### src/rtl/evt_irq_pkg.sv
package evt_irq_pkg;
    localparam int WORD_W = 32;
    localparam int EVT_W  = 16;
    localparam int OFS_W  = 12;

    localparam logic [OFS_W-1:0] OFS_EN   = 12'h280;
    localparam logic [OFS_W-1:0] OFS_CLR  = 12'h284;
    localparam logic [OFS_W-1:0] OFS_STAT = 12'h288;
    localparam logic [OFS_W-1:0] OFS_RAW  = 12'h28C;

    typedef logic [EVT_W-1:0] evt_t;

    typedef struct packed {
        logic en_wr;
        logic clr_wr;
        logic rd_en;
        logic rd_stat;
        logic rd_raw;
    } dec_t;

    typedef struct packed {
        evt_t en;
        logic irq;
    } ctl_t;
endpackage

### src/rtl/evt_irq_decode.sv
module evt_irq_decode
    import evt_irq_pkg::*;
(
    input  logic             wr_i,
    input  logic [OFS_W-1:0] addr_i,
    output dec_t             dec_o
);
    always_comb begin
        dec_o         = '0;
        dec_o.en_wr   = wr_i && (addr_i == OFS_EN);
        dec_o.clr_wr  = wr_i && (addr_i == OFS_CLR);
        dec_o.rd_en   = (addr_i == OFS_EN);
        dec_o.rd_stat = (addr_i == OFS_STAT);
        dec_o.rd_raw  = (addr_i == OFS_RAW);
    end
endmodule

### src/rtl/evt_irq_wmask.sv
module evt_irq_wmask #(
    parameter int W = 16
) (
    input  logic [W-1:0] cur_i,
    input  logic [W-1:0] mask_i,
    input  logic [W-1:0] val_i,
    output logic [W-1:0] merged_o,
    output logic [W-1:0] hit_o
);
    for (genvar i = 0; i < W; i++) begin : g_bit
        assign merged_o[i] = mask_i[i] ? val_i[i] : cur_i[i];
        assign hit_o[i]    = mask_i[i] & val_i[i];
    end
endmodule

### src/rtl/evt_irq_pend.sv
module evt_irq_pend
    import evt_irq_pkg::*;
(
    input  logic clk,
    input  logic rst_n,
    input  evt_t evt_i,
    input  evt_t clr_hit_i,
    output evt_t raw_nxt_o,
    output evt_t raw_o
);
    evt_t raw_d, raw_q;

    always_comb begin
        raw_d = raw_q;
        for (int i = 0; i < EVT_W; i++) begin
            if (clr_hit_i[i]) raw_d[i] = 1'b0;
            if (evt_i[i])     raw_d[i] = 1'b1;
        end
    end

    always_ff @(posedge clk) begin
        if (!rst_n) raw_q <= '0;
        else        raw_q <= raw_d;
    end

    assign raw_nxt_o = raw_d;
    assign raw_o     = raw_q;


    raw_sticky_chk: assert property (@(posedge clk) disable iff (!rst_n)
        1'b1 |=> (($past(raw_q) & ~$past(clr_hit_i) & ~raw_q) == '0));


    evt_wins_chk: assert property (@(posedge clk) disable iff (!rst_n)
        1'b1 |=> (($past(evt_i) & ~raw_q) == '0));
endmodule

### src/rtl/evt_irq_ctrl.sv
module evt_irq_ctrl
    import evt_irq_pkg::*;
(
    input  logic              clk,
    input  logic              rst_n,
    input  logic [EVT_W-1:0]  evt_i,
    input  logic              wr_i,
    input  logic [OFS_W-1:0]  addr_i,
    input  logic [WORD_W-1:0] wdata_i,
    output logic [WORD_W-1:0] rdata_o,
    output logic              irq_o
);
    localparam int PAD_W = WORD_W - EVT_W;

    dec_t dec;
    evt_t wmask, wval, en_merged, wr_hit, clr_hit, raw_nxt, raw_q;
    ctl_t ctl_d, ctl_q;

    assign wmask = wdata_i[EVT_W +: EVT_W];
    assign wval  = wdata_i[0 +: EVT_W];

    evt_irq_decode u_dec (
        .wr_i   (wr_i),
        .addr_i (addr_i),
        .dec_o  (dec)
    );

    evt_irq_wmask #(.W(EVT_W)) u_wm (
        .cur_i    (ctl_q.en),
        .mask_i   (wmask),
        .val_i    (wval),
        .merged_o (en_merged),
        .hit_o    (wr_hit)
    );

    assign clr_hit = dec.clr_wr ? wr_hit : '0;

    evt_irq_pend u_pend (
        .clk       (clk),
        .rst_n     (rst_n),
        .evt_i     (evt_i),
        .clr_hit_i (clr_hit),
        .raw_nxt_o (raw_nxt),
        .raw_o     (raw_q)
    );

    always_comb begin
        ctl_d     = ctl_q;
        ctl_d.en  = dec.en_wr ? en_merged : ctl_q.en;
        ctl_d.irq = |(raw_nxt & ctl_d.en);
    end

    always_ff @(posedge clk) begin
        if (!rst_n) ctl_q <= '0;
        else        ctl_q <= ctl_d;
    end

    always_comb begin
        rdata_o = '0;
        if (dec.rd_en)        rdata_o = {{PAD_W{1'b0}}, ctl_q.en};
        else if (dec.rd_stat) rdata_o = {{PAD_W{1'b0}}, raw_q & ctl_q.en};
        else if (dec.rd_raw)  rdata_o = {{PAD_W{1'b0}}, raw_q};
    end

    assign irq_o = ctl_q.irq;


    irq_match_chk: assert property (@(posedge clk) disable iff (!rst_n)
        1'b1 |=> (irq_o == |(raw_q & ctl_q.en)));


    en_hold_chk: assert property (@(posedge clk) disable iff (!rst_n)
        !(wr_i && addr_i == OFS_EN && wmask != '0) |=> $stable(ctl_q.en));


    en_unmasked_chk: assert property (@(posedge clk) disable iff (!rst_n)
        (wr_i && addr_i == OFS_EN) |=>
            (((ctl_q.en ^ $past(ctl_q.en)) & ~$past(wmask)) == '0));
endmodule

### config.mk
export PLATFORM = sky130hd
export DESIGN_NAME = evt_irq_ctrl
export DESIGN_NICKNAME = d
export VERILOG_FILES = /design/src/rtl/evt_irq_pkg.sv /design/src/rtl/evt_irq_decode.sv /design/src/rtl/evt_irq_wmask.sv /design/src/rtl/evt_irq_pend.sv /design/src/rtl/evt_irq_ctrl.sv
export SDC_FILE = /design/constraint.sdc
export NUM_CORES = 1
export LEC_CHECK = 0
export ABC_AREA = 1
export BUFFER_PORTS_ARGS = -buffer_cell sky130_fd_sc_hd__clkbuf_2
export CAP_MARGIN = 15
export CORE_MARGIN = 1
export CORE_UTILIZATION = 50
export DETAILED_ROUTE_END_ITERATION = 8
export PLACE_DENSITY_LB_ADDON = 0.15
export SYNTH_ARGS = -nofsm -noshare
export SYNTH_HDL_FRONTEND = slang
export SYNTH_HIERARCHICAL = 1
export SYNTH_SLANG_ARGS = --single-unit
### constraint.sdc
create_clock -name clk -period 2 [get_ports clk]
set_clock_uncertainty 0.15 [all_clocks]
set_input_delay 0 -clock clk [delete_from_list [all_inputs] [get_ports clk]]
set_output_delay 0 -clock clk [all_outputs]
set_load 0.02 [all_outputs]
# --- Word level (Yosys, flattened, before mapping) ---
# Cells that the tools add are included.
word_totals:
  word_cells: 81
  output_inout_bits: 33
  reg_bits: 33
  in_bits: 63
op_classes:
  eq_ne: 4
  reduce_logical: 3
  bitwise_logic: 18
  muxes: 53
op_table:
  columns: ["cell", "count"]
  rows:
  - ["$mux 16", 5]
  - ["$eq 12x10->1 const B", 4]
  - ["$mux 1", 48]
  - ["$and 16x16->16", 2]
  - ["$and 1x1->1", 16]
  - ["$reduce_or 16->1", 1]
  - ["$logic_and 1x1->1", 2]

# --- Logic depth before layout (Yosys ltp) ---
# Gate-level depths: netlist of the first run.
depth:
  ltp_word: 7
  ltp_mapped: 18
  mapped_depth_nobuf: 16

# --- Cells and area by module ---
# The synthesis of the first run kept the hierarchy.
modules_own_cells:
  columns: ["mod", "area_per_inst_um2", "cells_each", "seq_area_each_um2", "instances"]
  rows:
  - ["evt_irq_ctrl", 1431.4, 256, 340.3, 1]
  - ["evt_irq_pend", 693.2, 98, 320.3, 1]
  - ["evt_irq_wmask", 300.3, 80, 0.0, 1]
  - ["evt_irq_decode", 130.1, 32, 0.0, 1]

# --- Least setup slack after synthesis of the first run ---
# OpenSTA, ideal clock, no wires.
synth_timing:
  kind: "input port to flip-flop"
  start: "input addr_i[6]"
  end: "register ctl_q, in the netlist irq_o"
  stages: 18
  path_buffers: 2
  path_slack_ps: 218
  arrival_ps: 1516
  required_ps: 1734
  setup_time_ps: 116
  cell_sequence: "inv_1 -> nand2_1 -> nor2_2 -> nand3_1 -> nor2_1 -> clkbuf_1 -> clkbuf_1 -> nand2_1 -> inv_1 -> inv_1 -> nand2_1 -> nand2_1 -> nand3_1 -> nand2_1 -> nor2_1 -> nand2_1 -> nor2_1 -> nor2_1"
synth_rtl:
  columns: ["element", "line_no", "source"]
  rows:
  - ["from (decl)", "evt_irq_ctrl.sv:8", "input logic [OFS_W-1:0] addr_i,"]
  - ["to (signal assigned)", "evt_irq_ctrl.sv:55", "else ctl_q <= ctl_d;"]
  - ["to (decl)", "evt_irq_ctrl.sv:17", "ctl_t ctl_d, ctl_q;"]

# --- Worst setup path in the final report of the first run ---
layout_timing:
  start: "input wdata_i[4]"
  end: "register ctl_q, in the netlist irq_o"
layout_via:
  elab_cells_between_ends: 8
  classes_between: "mux (5); bitwise (2); reduce/logical (1)"
layout_rtl:
  columns: ["element", "line_no", "source"]
  rows:
  - ["from (decl)", "evt_irq_ctrl.sv:9", "input logic [WORD_W-1:0] wdata_i,"]
  - ["$mux 1", "evt_irq_wmask.sv:11", "assign merged_o[i] = mask_i[i] ? val_i[i] : cur_i[i];"]
  - ["net en_merged[4]", "evt_irq_ctrl.sv:16", "evt_t wmask, wval, en_merged, wr_hit, clr_hit, raw_nxt, raw_q;"]
  - ["$mux 16", "evt_irq_ctrl.sv:49", "ctl_d.en = dec.en_wr ? en_merged : ctl_q.en;"]
  - ["$and 16x16->16", "evt_irq_ctrl.sv:50", "ctl_d.irq = |(raw_nxt & ctl_d.en);"]
  - ["$reduce_or 16->1", "evt_irq_ctrl.sv:50", null]
# The timed path passes the listed nets, and every way through them passes these cells.
# A chain may end at the register's enable or synchronous reset.

==> metrics.txt, run 1 <==
Setup Viol. Count Final=0; total power draw=1.427 mW; CP peak stage delay=540 ps; unrepaired setup endpoints after global routing=no; Port Buffer Count=79; fmax=535.6 MHz; DRC Markers=0; FF+latch count, synth=33; Clk network pwr share=33.7%; Worst Setup Path Type=in -> reg; internal power=1.041 mW; switching power=0.3860 mW; Placed Cells=604; worst vdd ir=297.9 uV; Reg clk slew, reported paths=70 ps; Nets=631; CP Capture Type=flop; Gate power share=17.4%; # rows=25; WHS=6.549 ps; remaining antenna violation count after routing=0; number of global-route vias before repair=2552; Die H=73.49 um; Max Root-Sink Buffers=2; post-synthesis adder-cell area fraction=0%; worst path cell trace=dlygate4sd3_1 > clkbuf_2 > nand2_1 > nand2_1 > dlygate4sd3_1 > inv_1 > nand2_1 > nand3_1 > nand2_1 > nor2_1 > nand2_1 > nor2_1 > nor2_1; synthesized area=2555 um2; CP max FO=2; synthesized instance count=466; xor/xnor share of the synthesized area=0%; die width=73.49 um; post-synth cell types=21; drt pass-1 iters=5; YS warnings=6; Core Box Area=4817 um2; total grt overflow=0; Worst Reg-to-Reg Cells=11; Tcrit/Tclk final=93.35%; routability cong.=0.8359; fin cells=636; Iter 0 DRT Violations=141; cell depth of the worst setup path=13; number of buffers created by CTS=5; Worst Path Buf+Inv=4; via density per instance=4.536; post-CTS sizing=0; Worst EP arrival=1880 ps; routed vias=2885; ys async rst share=0%; CTS tree=built; max_slew headroom=59.63%; clk sinks=33; Area Growth Syn to Fin=27.03%; crit path to=irq_o$_SDFF_PN0_; largest family of logic cells by synthesized area=simple AND/OR/NAND/NOR gates; DP Wirelength=4.459 mm; Pins Over Slew Limit=0; Worst path slowest cell=dlygate4sd3_1; Post-synth top flop=dfxtp_1; cell mode on critical path=nand2_1; setup_tns=0 ps; H-tree lvl count=2; clock latency on the worst-skew pair=280 ps; Total Routing Usage GR=24.48%; Synth Area in Compound Gates=11.46%; mux share of post-synthesis cell area=0%; initial core utilization=53.04%; largest net degree at the start of global routing=18; Reg-to-Reg Start=ctl_q[5]$_SDFF_PN0_; EDFF count, synth=0; post-synthesis sequential area ratio=25.86%; Hold Vio Cnt, Final=0; Min-Delay Path Class=in -> reg; share of layout cells above drive strength 1=18.80%; I/O pins=96; Static Leak=1.981 nW; transition time of the tightest slew-check pin=601.8 ps; die area=5400 um2; Reg power frac=48.9%; CP startpoint=wdata_i[4]; Reg-to-Reg End=irq_o$_SDFF_PN0_; crit path time final=1867 ps; Top Family by Delay on Critical Path=buffers and inverters; hold wc startpoint=wdata_i[25]; Simple-Gate Fraction of Synth Area=35.21%; diode count=0; initial antenna violation count=0; first-pass GRT wire length=10.21 mm; Root Driver=clkbuf_8; Startpoint Class=primary input; Crit path required time=2010 ps; wirelength, routed=6.277 mm; sw frac=27.06%; status=finished clean; slack of the worst reg-to-reg path=200 ps; max_cap viols=0; Mapped Avg Cell Area=5.483 um2; Power Dens Cells=439.6 nW/um2; Wirelength per Cell=9.869 um
-- cell usage in the layout (no fill, tap or decap) --
master	synthesis	routed
nand3_2	2	2
nand3_1	31	31
clkbuf_8	0	5
a21oi_2	10	10
nand2_1	158	158
dfxtp_1	33	33
clkbuf_2	0	79
a21oi_1	22	22
nor2_4	1	1
inv_1	128	128
clkbuf_1	4	3
o21ai_0	18	18
inv_2	1	1
dlygate4sd3_1	0	24
clkinv_1	1	1
buf_4	17	6
o21ai_1	1	1
nand2_2	1	1
nor2_2	2	2
conb_1	1	16
nor2_1	27	27
-- routing by layer --
layer	GRT usage, %	wire [um]	up-vias
met5	0	0	-
met4	7.906	53	0
met3	4.527	363	7
met2	46.18	3180	100
met1	27.36	2679	1258
li1	-	-	1520
-- power by group through the flow --
| stage | clock (mW) | sequential, mW | combinational [mW] |
|---|---|---|---|
| floorplan | 0 | 0.708 | 0.155 |
| global placement | 0 | 0.710 | 0.207 |
| detailed placement | 0 | 0.711 | 0.210 |
| CTS | 0.498 | 0.697 | 0.247 |
| global route | 0.524 | 0.700 | 0.280 |
| finish | 0.481 | 0.697 | 0.248 |
-- registers in the layout (all words and copies together), names as in the netlist --
signal	count
ctl_q	16
u_pend/raw_o	16
irq_o	1
-- metrics by stage --
stage / cell area (um2) / util (%) / setup WS [ps]
global route: 3246 / 67.38 / 16.98
global placement: 2925 / 60.73 / 204.7
floorplan: 2611 / - / 217.5
detailed placement: 2925 / 60.73 / 188.3
CTS: 3246 / 67.38 / 160.6
finish: 3246 / 67.38 / 132.9
-- cell usage after synthesis, types with 2 or more instances --
cell / number / area [um2]
nand2_1: 158 / 593.1
nor2_2: 2 / 12.51
o21ai_0: 18 / 90.09
buf_4: 17 / 127.6
dfxtp_1: 33 / 660.6
a21oi_2: 10 / 87.58
a21oi_1: 22 / 110.1
inv_1: 128 / 480.5
nor2_1: 27 / 101.4
nand3_1: 31 / 155.2
nand3_2: 2 / 20.02
buf_6: 2 / 22.52
buf_2: 5 / 25.02
clkbuf_1: 4 / 15.01
-- tightest hold or removal path: stages --
cell	delay, ps
clkbuf_2	90
inv_1	30
nand2_1	40
nand2_1	40
inv_1	40
nand2_1	60
nand2_1	70
nor2_1	30
-- worst min path at each step --
stage                                             to  slack (ps)  cells after the start
after floorplan           u_pend/raw_o[0]$_SDFF_PN0_           4                      2
after global placement    u_pend/raw_o[1]$_SDFF_PN0_         100                      3
after detailed placement  u_pend/raw_o[1]$_SDFF_PN0_         100                      3
after CTS                       ctl_q[11]$_SDFF_PN0_         0.3                      7
after global routing      u_pend/raw_o[6]$_SDFF_PN0_          40                      3
final                           ctl_q[10]$_SDFF_PN0_           7                      8
-- area by class of cell --
cell class                      count  area [um2]
Inverter                          130       488.0
Fill cell                         490        1572
Timing Repair Buffer              109       680.7
Sequential cell                    33       660.6
Tap cell                           67       83.83
Multi-Input combinational cell    289        1252
Clock buffer                        8       80.08
-- cell families after synthesis --
group	Yosys count
AND/OR/NAND/NOR	222
other	1
AO/OA/AOI/OAI	51
flip-flops	33
buffers and inverters	159
-- timing repair --
item	4_1_cts	5_1_grt
setup endpoints to repair	0	0
endpoints found under the hold margin	21	0
buffers inserted	0	0
hold buffers	24	0
Power figures use the tool's default switching activity.
==> inputs of run 2 (changes only) <==
--- a/config.mk
+++ b/config.mk
@@ -9,9 +9,9 @@
 export BUFFER_PORTS_ARGS = -buffer_cell sky130_fd_sc_hd__clkbuf_2
 export CAP_MARGIN = 15
 export CORE_MARGIN = 1
-export CORE_UTILIZATION = 50
+export CORE_UTILIZATION = 40
 export DETAILED_ROUTE_END_ITERATION = 8
-export PLACE_DENSITY_LB_ADDON = 0.15
+export PLACE_DENSITY = 0.67
 export SYNTH_ARGS = -nofsm -noshare
 export SYNTH_HDL_FRONTEND = slang
 export SYNTH_HIERARCHICAL = 1
==> metrics.txt, run 2 (synthesized netlist as in run 1, its figures left out) <==
Die H=81.92 um; commonest non-fill, non-tap cell in the layout=nand2_1; Min-Delay Path Class=in -> reg; Power Dens Cells=438.3 nW/um2; routed vias=2856; transition time of the tightest slew-check pin=595.6 ps; Worst Setup Path Type=in -> reg; fin cells=647; fmax=535.3 MHz; DP Wirelength=4.724 mm; Root Driver=clkbuf_8; die width=81.92 um; Reg-to-Reg Start=ctl_q[12]$_SDFF_PN0_; first-pass GRT wire length=10.80 mm; hold wc startpoint=wdata_i[8]; number of buffers created by CTS=5; Total Routing Usage GR=21.11%; share of layout cells above drive strength 1=18.88%; clock latency on the worst-skew pair=280 ps; Post CTS Setup Buffer Count=0; WHS=-2.729 ps; max_cap viols=0; Worst EP arrival=1880 ps; pre-CTS WS=147.8 ps; initial antenna violation count=0; diode count=0; Placed Cells=612; CP Capture Type=flop; status=finished, violations left; Reg clk slew, reported paths=70 ps; Crit path required time=2010 ps; worst vdd ir=226.3 uV; Startpoint Class=primary input; wirelength, routed=6.553 mm; Nets=634; total grt overflow=0; Static Leak=1.993 nW; unrepaired setup endpoints after global routing=no; failing checks=negative hold slack; H-tree lvl count=2; Final WS setup=131.9 ps; via density per instance=4.414; Wirelength per Cell=10.13 um; drt pass-1 iters=4; CTS tree=built; DRC Markers=0; clk sinks=33; Port Buffer Count=79; number of global-route vias before repair=2584; max_slew headroom=60.05%; Iter 0 DRT Violations=125; initial core utilization=42.40%; CP startpoint=wdata_i[11]; Tcrit/Tclk final=93.40%; most frequent cells in the layout=nand2_1, inv_1, clkbuf_2; routability cong.=0.7918; Area Growth Syn to Fin=28.70%; largest net degree at the start of global routing=18; Pins Over Slew Limit=0; die area=6711 um2; # rows=28; CP max FO=2; Hold Vio Cnt, Final=1; remaining antenna violation count after routing=0; I/O pins=96; Core Box Area=6026 um2; Setup Viol. Count Final=0; Max Root-Sink Buffers=2; crit path time final=1868 ps; setup_tns=0 ps
-- run 2: routing by layer --
metal	part of all wire [%]	GRT usage, %	vias up
met4	1.0	7.895	0
met2	51	38.43	92
met3	5.5	4.000	8
met5	0	0	-
met1	43	24.10	1238
li1	-	-	1518
-- run 2: area by class of cell --
class                      count  area [um2]
fill                         643        2738
multi-input combinational    289        1255
timing repair buffer         112       710.7
sequential                    33       660.6
inverter                     130       488.0
tap                           75       93.84
clock buffer                   8       80.08
-- run 2: worst paths after layout --
check | depth (start not counted) | end | slack, ps
setup / recovery | 13 | irq_o$_SDFF_PN0_ | 130
hold / removal | 7 | ctl_q[9]$_SDFF_PN0_ | -3
setup reg to reg | 11 | irq_o$_SDFF_PN0_ | 200
hold reg to reg | 2 | u_pend/raw_o[1]$_SDFF_PN0_ | 350
-- run 2: worst max-delay path, cell delays in order --
cell and delay, ps:
dlygate4sd3_1 530, clkbuf_2 100, nand2_1 70, nand2_1 50, dlygate4sd3_1 550, inv_1 70, nand2_2 50, nand3_1 70
nand2_1 50, nor2_1 140, nand2_1 80, nor2_2 80, nor2_1 40
-- run 2: repair_timing --
item	CTS	global route
hold buffers	28	0
hold endpoints to repair	25	0
resized for setup	0	1
endpoints found under the setup margin	0	1
-- run 2: stage by stage --
stage / util (%) / cell area, um2 / power [mW]
after floorplan: - / 2611 / 0.8625
after global placement: 48.71 / 2935 / 0.9196
after detailed placement: 48.71 / 2935 / 0.9237
after CTS: 54.69 / 3296 / 1.453
after global routing: 54.57 / 3288 / 1.522
final: 54.57 / 3288 / 1.441
-- run 2: where the power goes --
| group | total [mW] | internal (mW) | leakage (nW) | switching [mW] |
|---|---|---|---|---|
| combinational | 0.255 | 0.117 | 1.68 | 0.138 |
| sequential | 0.698 | 0.680 | 0.271 | 0.0176 |
| clock | 0.489 | 0.247 | 0.0395 | 0.241 |
| total | 1.44 | 1.04 | 1.99 | 0.397 |
==> inputs of run 3 (changes only) <==
--- a/config.mk
+++ b/config.mk
@@ -5,13 +5,12 @@
 export SDC_FILE = /design/constraint.sdc
 export NUM_CORES = 1
 export LEC_CHECK = 0
-export ABC_AREA = 1
 export BUFFER_PORTS_ARGS = -buffer_cell sky130_fd_sc_hd__clkbuf_2
 export CAP_MARGIN = 15
 export CORE_MARGIN = 1
 export CORE_UTILIZATION = 40
 export DETAILED_ROUTE_END_ITERATION = 8
-export PLACE_DENSITY = 0.67
+export PLACE_DENSITY = 0.68
 export SYNTH_ARGS = -nofsm -noshare
 export SYNTH_HDL_FRONTEND = slang
 export SYNTH_HIERARCHICAL = 1
==> metrics.txt, run 3 <==
unrepaired setup endpoints after global routing=yes; crit path time final=2064 ps; transition time of the tightest slew-check pin=625.4 ps; Tcrit/Tclk final=103.2%; Port Buffer Count=79; Mapped Avg Cell Area=9.473 um2; synthesized area=2454 um2; slack of the worst reg-to-reg path=380 ps; Top Family by Delay on Critical Path=simple AND/OR/NAND/NOR gates; max_slew headroom=58.31%; synthesized instance count=259; share of the synthesized area in the top cell type=26.93%; DP Wirelength=4.287 mm; Static Leak=1.831 nW; Post-synth top flop=dfxtp_1; number of global-route vias before repair=2156; Worst Path Buf+Inv=4; initial antenna violation count=0; cell mode on critical path=buf_6; Layout Utilization=59.57%; ranking of synthesized cells by area=dfxtp_1, mux2_4, nor2b_1; worst vdd ir=426.3 uV; cell accounting for the most synthesized area=dfxtp_1; die width=80.32 um; total grt overflow=0; Nets=449; routability cong.=0.7546; Max Root-Sink Buffers=2; Die H=80.32 um; Crit path required time=1850 ps; post-synthesis sequential area ratio=26.93%; CP max FO=7; I/O pins=96; share of layout cells above drive strength 1=43.93%; area of the multi-input gates=1660 um2; WHS=5.217 ps; CTS tree=built; Min-Delay Path Class=in -> reg; YS warnings=6; filler instances=531; initial core utilization=41.44%; CP Capture Type=output port; most frequent cells in the layout=clkbuf_2, dfxtp_1, buf_4; Reg clk slew, reported paths=70 ps; Worst EP arrival=1910 ps; top cells by count, synth=dfxtp_1, nor2b_1, and2_1, mux2_4, buf_4; commonest non-fill, non-tap cell in the layout=clkbuf_2; Seq. cell area=660.6 um2; DRC Markers=0; # rows=28; ys async rst share=0%; Setup Viol. Count Final=16; Core Box Area=5921 um2; Wirelength per Cell=13.13 um; wirelength, routed=6.066 mm; Iter 0 DRT Violations=50; clk sinks=33; max_cap viols=0; FF+latch count, synth=33; via density per instance=4.753; Final WS setup=-63.68 ps; Area Growth Syn to Fin=43.75%; EDFF count, synth=0; Startpoint Class=primary input; largest net degree at the start of global routing=34; Worst path slowest cell=or4b_4; Worst Setup Path Type=in -> out; post-synth cell types=37; CP peak stage delay=570 ps; routed vias=2196; first-pass GRT wire length=9.425 mm; Pins Over Slew Limit=0; Total Routing Usage GR=18.71%; H-tree lvl count=2; most common cell in the synthesized netlist=dfxtp_1; number of buffers created by CTS=5; Root Driver=clkbuf_8; status=finished, violations left; diode count=0; die area=6451 um2; worst path cell trace=clkbuf_2 > or4b_4 > buf_6 > nor4_4 > nor3b_4 > buf_6 > a21o_1 > a22o_1 > clkbuf_8; Hold Vio Cnt, Final=0; failing checks=negative setup slack; Power Dens Cells=422.4 nW/um2; clock latency on the worst-skew pair=280 ps; fmax=484.6 MHz; remaining antenna violation count after routing=0; drt pass-1 iters=6
[run 3: cell types whose count changed after synthesis, sizes merged, moves of 23 or more]
| cell | before | now |
|---|---|---|
| a21oi | 32 | 0 |
| nor2b | 0 | 23 |
| nand3 | 33 | 0 |
| nor2 | 30 | 1 |
| inv | 129 | 13 |
| and2 | 0 | 35 |
| nand2 | 159 | 1 |
[run 3: power breakdown]
group | internal [mW] | switching [mW]
sequential | 0.680 | 0.0102
clock | 0.247 | 0.252
combinational | 0.176 | 0.125
[run 3: path summary, 6_finish.rpt]
path,start,end,cells past startpoint
worst max register to register,ctl_q[9]$_SDFF_PN0_,irq_o$_SDFF_PN0_,5
worst min-delay path,wdata_i[11],ctl_q[12]$_SDFF_PN0_,4
worst min register to register,ctl_q[6]$_SDFF_PN0_,ctl_q[6]$_SDFF_PN0_,2
worst max-delay path,addr_i[5],rdata_o[8],9
[run 3: through the flow]
| step | setup TNS (ps) | power (mW) | instance area, um2 | std cells | worst slack (ps) |
|---|---|---|---|---|---|
| detailed placement | -2005 | 0.9750 | 3097 | 433 | -340.3 |
| CTS | -598.9 | 1.499 | 3388 | 458 | -57.19 |
| finish | -651.3 | 1.490 | 3527 | 462 | -63.68 |
| global placement | -1701 | 0.9701 | 3097 | 433 | -321.9 |
| floorplan | -176.3 | 0.8772 | 2532 | 274 | -176.3 |
| global route | -1827 | 1.561 | 3527 | 462 | -157.0 |
[run 3: worst reg2reg max path, cell delays in order, from the launching register on]
cell       delay [ps]
dfxtp_1           340
mux2_4            270
mux2_4            260
o2bb2ai_1         120
nor4_1            270
a21boi_1           90
[run 3: cells by family (layout without fill, tap and decap cells)]
logic type | after synthesis | in the layout | synth area share [%]
simple gates | 96 | 96 | 27.18
compound gates | 57 | 57 | 18.41
buf+inv | 40 | 153 | 10.56
flops | 33 | 33 | 26.92
mux | 32 | 32 | 16.78
other cells | 1 | 16 | 0.1528
[run 3: final cells by class]
cell class | instances | share of cell area [%]
clock buffer | 7 | 2.164
clock inverter | 1 | 0.2128
inverter | 13 | 1.383
multi-input combinational | 201 | 47.07
sequential | 33 | 18.73
tap | 75 | 2.661
timing repair buffer | 132 | 27.78
[run 3: routing by layer]
layer | global-route usage, % | vias to the layer above | routed length (um)
met2 | 35.04 | 58 | 3020
met3 | 2.727 | 2 | 193
met1 | 22.61 | 1021 | 2837
li1 | - | 1115 | -
met4 | 3.214 | 0 | 15
met5 | 0 | - | 0
[run 3: timing repair]
action | 4_1_cts | 5_1_grt
resized for setup | 9 | 48
endpoints found under the hold margin | 17 | 0
endpoints found under the setup margin | 17 | 17
cloned | 0 | 2
buffers inserted | 0 | 2
pin swaps | 2 | 7
hold buffers | 17 | 0
